[src/rtl/xf_pkg.sv]
package xf_pkg;

  typedef enum logic [1:0] {
    PART_NONE = 2'd0,
    PART_OFF  = 2'd1,
    PART_ON   = 2'd2
  } part_t;

  function automatic logic mode_active(input logic [1:0] m);
    return m != 2'b00;
  endfunction

  function automatic logic mode_pair(input logic [1:0] m);
    return m[1];
  endfunction

endpackage

[src/rtl/xf_rx_match.sv]
module xf_rx_match
  import xf_pkg::*;
#(
  parameter int DW = 8
) (
  input  logic          clk,
  input  logic          rst_n,
  input  logic [1:0]    cmp_mode,
  input  logic          rx_strobe,
  input  logic [DW-1:0] rx_byte,
  input  logic [DW-1:0] xon_a,
  input  logic [DW-1:0] xon_b,
  input  logic [DW-1:0] xoff_a,
  input  logic [DW-1:0] xoff_b,
  output logic          hit_off,
  output logic          hit_on,
  output logic          fwd_valid,
  output logic [DW-1:0] fwd_byte
);

  part_t         part_q, part_d;
  logic          drop;
  logic          fwd_valid_q;
  logic [DW-1:0] fwd_byte_q;

  always_comb begin
    hit_off = 1'b0;
    hit_on  = 1'b0;
    drop    = 1'b0;
    part_d  = part_q;
    if (!mode_active(cmp_mode)) begin
      part_d = PART_NONE;
    end else if (rx_strobe) begin
      if (!mode_pair(cmp_mode)) begin
        part_d = PART_NONE;
        if (rx_byte == xoff_a) begin
          hit_off = 1'b1;
          drop    = 1'b1;
        end else if (rx_byte == xon_a) begin
          hit_on = 1'b1;
          drop   = 1'b1;
        end
      end else begin
        if (part_q == PART_OFF && rx_byte == xoff_b) begin
          hit_off = 1'b1;
          drop    = 1'b1;
          part_d  = PART_NONE;
        end else if (part_q == PART_ON && rx_byte == xon_b) begin
          hit_on = 1'b1;
          drop   = 1'b1;
          part_d = PART_NONE;
        end else if (rx_byte == xoff_a) begin
          part_d = PART_OFF;
        end else if (rx_byte == xon_a) begin
          part_d = PART_ON;
        end else begin
          part_d = PART_NONE;
        end
      end
    end
  end

  always_ff @(posedge clk or negedge rst_n) begin
    if (!rst_n) begin
      part_q      <= PART_NONE;
      fwd_valid_q <= 1'b0;
      fwd_byte_q  <= '0;
    end else begin
      part_q      <= part_d;
      fwd_valid_q <= rx_strobe && !drop;
      if (rx_strobe) begin
        fwd_byte_q <= rx_byte;
      end
    end
  end

  assign fwd_valid = fwd_valid_q;
  assign fwd_byte  = fwd_byte_q;

endmodule

[src/rtl/xf_suspend.sv]
module xf_suspend (
  input  logic clk,
  input  logic rst_n,
  input  logic active,
  input  logic hit_off,
  input  logic hit_on,
  input  logic irq_en,
  output logic xoff_flag,
  output logic irq
);

  logic flag_q, flag_d;

  always_comb begin
    flag_d = flag_q;
    if (!active) begin
      flag_d = 1'b0;
    end else if (hit_off) begin
      flag_d = 1'b1;
    end else if (hit_on) begin
      flag_d = 1'b0;
    end
  end

  always_ff @(posedge clk or negedge rst_n) begin
    if (!rst_n) begin
      flag_q <= 1'b0;
    end else begin
      flag_q <= flag_d;
    end
  end

  assign xoff_flag = flag_q;
  assign irq       = flag_q & irq_en;

endmodule

[src/rtl/xf_insert.sv]
module xf_insert #(
  parameter int DW       = 8,
  parameter int CNT_W    = 6,
  parameter int NUM_TRIG = 4,
  parameter int OFF_LVL [NUM_TRIG] = '{8, 16, 24, 28},
  parameter int ON_LVL  [NUM_TRIG] = '{0, 7, 15, 23}
) (
  input  logic                        clk,
  input  logic                        rst_n,
  input  logic                        active,
  input  logic                        pair,
  input  logic [CNT_W-1:0]            rx_fill,
  input  logic [$clog2(NUM_TRIG)-1:0] trig_sel,
  input  logic                        char_done,
  input  logic [DW-1:0]               xon_a,
  input  logic [DW-1:0]               xon_b,
  input  logic [DW-1:0]               xoff_a,
  input  logic [DW-1:0]               xoff_b,
  output logic                        fc_req,
  output logic                        fc_is_xon,
  output logic [DW-1:0]               fc_byte
);

  logic             pend_q, pend_d;
  logic             kind_q, kind_d;
  logic             idx_q, idx_d;
  logic             sent_q, sent_d;
  logic [CNT_W-1:0] hi_lvl, lo_lvl;

  assign hi_lvl = CNT_W'(OFF_LVL[trig_sel]);
  assign lo_lvl = CNT_W'(ON_LVL[trig_sel]);

  always_comb begin
    pend_d = pend_q;
    kind_d = kind_q;
    idx_d  = idx_q;
    sent_d = sent_q;
    if (!active) begin
      pend_d = 1'b0;
      idx_d  = 1'b0;
      sent_d = 1'b0;
    end else if (pend_q) begin
      if (char_done) begin
        if (pair && !idx_q) begin
          idx_d = 1'b1;
        end else begin
          pend_d = 1'b0;
          idx_d  = 1'b0;
        end
      end
    end else if (!sent_q && rx_fill >= hi_lvl) begin
      pend_d = 1'b1;
      kind_d = 1'b0;
      idx_d  = 1'b0;
      sent_d = 1'b1;
    end else if (sent_q && rx_fill <= lo_lvl) begin
      pend_d = 1'b1;
      kind_d = 1'b1;
      idx_d  = 1'b0;
      sent_d = 1'b0;
    end
  end

  always_ff @(posedge clk or negedge rst_n) begin
    if (!rst_n) begin
      pend_q <= 1'b0;
      kind_q <= 1'b0;
      idx_q  <= 1'b0;
      sent_q <= 1'b0;
    end else begin
      pend_q <= pend_d;
      kind_q <= kind_d;
      idx_q  <= idx_d;
      sent_q <= sent_d;
    end
  end

  assign fc_req    = pend_q;
  assign fc_is_xon = kind_q;
  assign fc_byte   = kind_q ? (idx_q ? xon_b : xon_a)
                            : (idx_q ? xoff_b : xoff_a);

endmodule

[src/rtl/xonxoff_flow_ctrl.sv]
module xonxoff_flow_ctrl
  import xf_pkg::*;
#(
  parameter int DW         = 8,
  parameter int FIFO_DEPTH = 32,
  parameter int NUM_TRIG   = 4,
  parameter int OFF_LVL [NUM_TRIG] = '{8, 16, 24, 28},
  parameter int ON_LVL  [NUM_TRIG] = '{0, 7, 15, 23},
  localparam int CNT_W  = $clog2(FIFO_DEPTH + 1),
  localparam int TRIG_W = $clog2(NUM_TRIG)
) (
  input  logic              clk,
  input  logic              rst_n,
  input  logic [1:0]        cmp_mode,
  input  logic              rx_strobe,
  input  logic [DW-1:0]     rx_byte,
  input  logic [DW-1:0]     xon_a,
  input  logic [DW-1:0]     xon_b,
  input  logic [DW-1:0]     xoff_a,
  input  logic [DW-1:0]     xoff_b,
  input  logic [CNT_W-1:0]  rx_fill,
  input  logic [TRIG_W-1:0] trig_sel,
  input  logic              char_done,
  input  logic              irq_en,
  output logic              tx_allow,
  output logic              fc_req,
  output logic              fc_is_xon,
  output logic [DW-1:0]     fc_byte,
  output logic              xoff_flag,
  output logic              irq,
  output logic              fwd_valid,
  output logic [DW-1:0]     fwd_byte
);

  logic active;
  logic pair;
  logic hit_off, hit_on;

  assign active = mode_active(cmp_mode);
  assign pair   = mode_pair(cmp_mode);

  xf_rx_match #(.DW(DW)) u_match (
    .clk       (clk),
    .rst_n     (rst_n),
    .cmp_mode  (cmp_mode),
    .rx_strobe (rx_strobe),
    .rx_byte   (rx_byte),
    .xon_a     (xon_a),
    .xon_b     (xon_b),
    .xoff_a    (xoff_a),
    .xoff_b    (xoff_b),
    .hit_off   (hit_off),
    .hit_on    (hit_on),
    .fwd_valid (fwd_valid),
    .fwd_byte  (fwd_byte)
  );

  xf_suspend u_susp (
    .clk       (clk),
    .rst_n     (rst_n),
    .active    (active),
    .hit_off   (hit_off),
    .hit_on    (hit_on),
    .irq_en    (irq_en),
    .xoff_flag (xoff_flag),
    .irq       (irq)
  );

  xf_insert #(
    .DW       (DW),
    .CNT_W    (CNT_W),
    .NUM_TRIG (NUM_TRIG),
    .OFF_LVL  (OFF_LVL),
    .ON_LVL   (ON_LVL)
  ) u_ins (
    .clk       (clk),
    .rst_n     (rst_n),
    .active    (active),
    .pair      (pair),
    .rx_fill   (rx_fill),
    .trig_sel  (trig_sel),
    .char_done (char_done),
    .xon_a     (xon_a),
    .xon_b     (xon_b),
    .xoff_a    (xoff_a),
    .xoff_b    (xoff_b),
    .fc_req    (fc_req),
    .fc_is_xon (fc_is_xon),
    .fc_byte   (fc_byte)
  );

  assign tx_allow = !xoff_flag && !fc_req;

endmodule

[config.mk]
export PLATFORM = sky130hd
export DESIGN_NAME = xonxoff_flow_ctrl
export DESIGN_NICKNAME = d
export VERILOG_FILES = /design/src/rtl/xf_pkg.sv /design/src/rtl/xf_rx_match.sv /design/src/rtl/xf_suspend.sv /design/src/rtl/xf_insert.sv /design/src/rtl/xonxoff_flow_ctrl.sv
export SDC_FILE = /design/constraint.sdc
export NUM_CORES = 1
export LEC_CHECK = 0
export BUFFER_PORTS_ARGS = -buffer_cell sky130_fd_sc_hd__buf_2
export CELL_PAD_IN_SITES_DETAIL_PLACEMENT = 0
export CELL_PAD_IN_SITES_GLOBAL_PLACEMENT = 2
export CORE_UTILIZATION = 29
export CTS_CLUSTER_DIAMETER = 60
export DETAILED_ROUTE_END_ITERATION = 6
export HOLD_SLACK_MARGIN = 0.12
export PLACE_DENSITY = 0.91
export RECOVER_POWER = 25
export SLEW_MARGIN = 20
export SYNTH_ARGS = -nofsm -noshare
export SYNTH_HDL_FRONTEND = slang
export SYNTH_HIERARCHICAL = 1
export SYNTH_SLANG_ARGS = --single-unit
[constraint.sdc]
create_clock -name clk -period 3.4 [get_ports clk]
set_clock_uncertainty 0.1 [all_clocks]
set_input_delay 0.17 -clock clk [delete_from_list [all_inputs] [get_ports clk]]
set_output_delay 0.17 -clock clk [all_outputs]
set_load 0.02 [all_outputs]
==> metrics.md <==
| Metric | Value |
|---|---|
| Max Cap Viol | 0 |
| CTS Buffer Depth | 2 |
| First-pass GRT wire length | 6.734 mm |
| Crit path kind | flip-flop to primary output |
| Die height | 76.84 um |
| DRT antenna net count | 0 |
| Min-Delay Path Class | primary input to flip-flop |
| Die area | 5904 sq um |
| Largest net degree at the start of global routing | 17 |
| Syn_nets | between 200 and 250 |
| Via count | 1448 |
| Number of enable flip-flop cells after synthesis | 0 |
| Iteration-0 DRC Markers | 58 |
| Crit path time final | 1985 ps |
| Gp weighted congestion | 0.8373 |
| #FFs+latches synth | 16 |
| Layout area overhead | 26.04% |
| Nets | between 200 and 300 |
| Initial antenna violation count | 0 |
| Max Slew Vio Count | 0 |
| Setup violations, final | 0 |
| CP Max Fanout | 10 |
| Primary FF master, synth | dfrtp_1 |
| Power Dens Cells | 378.4 nW/um^2 |
| Antenna Cells | 0 |
| Final hold vios | 0 |
| Sequential share of the synthesized area | 24.65% |
| H-tree levels | 1 |
| Status | finished clean |
| Worst-Skew Late Latency | 240 ps |
| Core Region | 5238 sq um |
| CP Capture Type | primary output |
| # IOs | 77 |
| Total power | 0.7745 mW |
| Vias per inst | 4.827 |
| Num CTS Buffers | 3 |
| Post-Route Setup TNS | 0 ps |
| Wire length per cell | 14.10 um |
| Post-DP HPWL | 3.529 mm |
| DRC Markers | 0 |
| RSZ-0062 raised after global routing | no |
| Routed WL | 4.230 mm |
| Synth async-reset ratio | 100.0% |
| Slew @ Worst Pin | approximately 940 ps |
| Distinct cells, synth | 46 |
| Post-synthesis cell count | 163 |
| Leakage | 0.9161 nW |
| Syn Std Cell Area | roughly 1600 sq um |
| Synth warn | 6 |
| Crit share post-route | 58.38% |
| GRT Total Usage | 14.47% |
| Initial Util | a little under a third |
| Vias in the first global route | roughly 1400 |
| Worst setup SP type | flip-flop |
| Syn Area/Cell | 9.964 sq um |
| CTS Sinks | 16 |
| PortBufs | 76 |
| Die width | about 77 um |
| Worst vdd ir | 0.2369 mV |
| CP arrival | about 1700 ps |
| Root buf cell | clkbuf_8 |
| Drt first pass iters | 4 |
| CTS tree | yes |
| Req. time, crit path | 3130 ps |
| Ratio of cells with drive above 1 in the final layout | 43.91% |
| GRT overflow | 0 |
| Slew margin rel. | a little under two fifths |
| Rows | 26 |
| Fmax | 503.8 MHz |
| Clock transition at path regs | around 60 ps |
==> synthesized netlist by cell type, drive strengths merged (2+ instances only) <==
library cell,number,area [sq um]
xor2,17,148.9
dfrtp,16,400.4
xnor2,16,140.1
buf,12,91.33
nor2,11,41.29
mux2,8,90.09
mux4,8,180.2
ha,6,75.07
inv,6,22.52
nand2,6,22.52
nand3,6,30.03
o21ai,6,30.02
nand4,5,31.28
a211oi,3,22.52
a21boi,3,22.52
a21oi,3,26.28
a21o,2,22.52
a31oi,2,12.51
nand2b,2,12.51
nor2b,2,20.02
nor3,2,10.01
nor3b,2,15.01
nor4,2,12.51
o21a,2,15.01
or4,2,15.01
==> timing repair <==
| action | CTS | global route |
|---|---|---|
| resized for setup | 0 | 0 |
| hold buffers | 1 | 0 |
| endpoints found under the hold margin | 16 | 0 |
| buffers inserted | 0 | 0 |
==> path summary, 6_finish.rpt <==
check,slack [ps],end,from,cells after the start
setup reg to reg,1930,u_susp/xoff_flag,u_match/part_q[0],5
hold / removal,160,u_match/fwd_byte[1],rx_byte[1],2
max in group asynchronous,2130,u_ins/sent_q,rst_n,2
hold reg to reg,400,u_match/fwd_byte[2],u_match/fwd_byte[2],1
min in group asynchronous,500,u_match/fwd_byte[3],rst_n,2
setup / recovery,1420,fc_byte[4],u_ins/idx_q,2
==> kinds of logic (layout without fill, tap and decap cells) <==
group / count (synthesis) / after routing / synth area share (%)
and+or+nand+nor: 44 / 44 / 14.95
xor gates and xnor gates: 33 / 33 / 17.80
AOI/OAI and AO/OA: 29 / 29 / 14.10
buffers and inverters: 19 / 86 / 7.241
muxes: 16 / 16 / 16.64
DFF: 16 / 16 / 24.65
adders and majority gates: 6 / 6 / 4.622
==> worst max-delay path, stage by stage (launching register included) <==
cell     delay, ps
dfrtp_1        710
mux4_2         590
buf_2          170
==> metal layers <==
metal  wire, um  global-route usage, %  up-vias
met5          0                      0        -
met4         41                  5.192        0
met3        233                  1.786        2
met2       1996                  23.57       47
met1       1958                  19.53      676
li1           -                      -      723
==> cell type report <==
| class | count | area [sq um] |
|---|---|---|
| well taps | 70 | 87.58 |
| fillers | 558 | 3191 |
| flip-flops and latches | 16 | 400.4 |
| inverters | 6 | 22.52 |
| multi-input cells | 128 | 1106 |
| clock buffers | 3 | 41.29 |
| repair buffers | 77 | 389.1 |
==> power by group <==
group,switching (mW),internal (mW)
registers,0.0474,0.217
logic,0.192,0.177
clock network,0.0622,0.0784
==> cell usage in the layout, fill, tap and decap left out, drive strengths merged, types with 2 or more instances in the layout <==
master / n
nand2b: 2
nor2: 11
nor4: 2
a21o: 2
xnor2: 16
mux2: 8
o21ai: 6
nor3b: 2
nor3: 2
buf: 75
a21oi: 3
clkbuf: 4
o21a: 2
a21boi: 3
xor2: 17
nand2: 6
nand3: 6
ha: 6
mux4: 8
inv: 6
or4: 2
nand4: 5
nor2b: 2
a211oi: 3
a31oi: 2
dfrtp: 16
==> state kept, by name (all words and copies together) (netlist names) <==
name / cells
u_match/fwd_byte: 8
u_match/part_q: 2
u_ins/fc_is_xon: 1
u_ins/fc_req: 1
u_ins/idx_q: 1
u_ins/sent_q: 1
u_match/fwd_valid: 1
u_susp/xoff_flag: 1
==> through the flow <==
| stage | util (%) | instance area (sq um) | cells | hold slack, ps | setup slack (ps) |
|---|---|---|---|---|---|
| 6_report | 39.08 | 2047 | 300 | 162.4 | 1415 |
| 5_1_grt | 39.08 | 2047 | 300 | 164.2 | 1288 |
| 4_1_cts | 39.11 | 2048 | 300 | 156.0 | 1372 |
| 3_5_place_dp | 38.13 | 1997 | 296 | 19.57 | 1525 |
| 3_3_place_gp | 38.13 | 1997 | 296 | 14.88 | 1529 |
| 2_1_floorplan | - | 1624 | 163 | -225.6 | 1670 |
(Power assumes the default switching activity.)
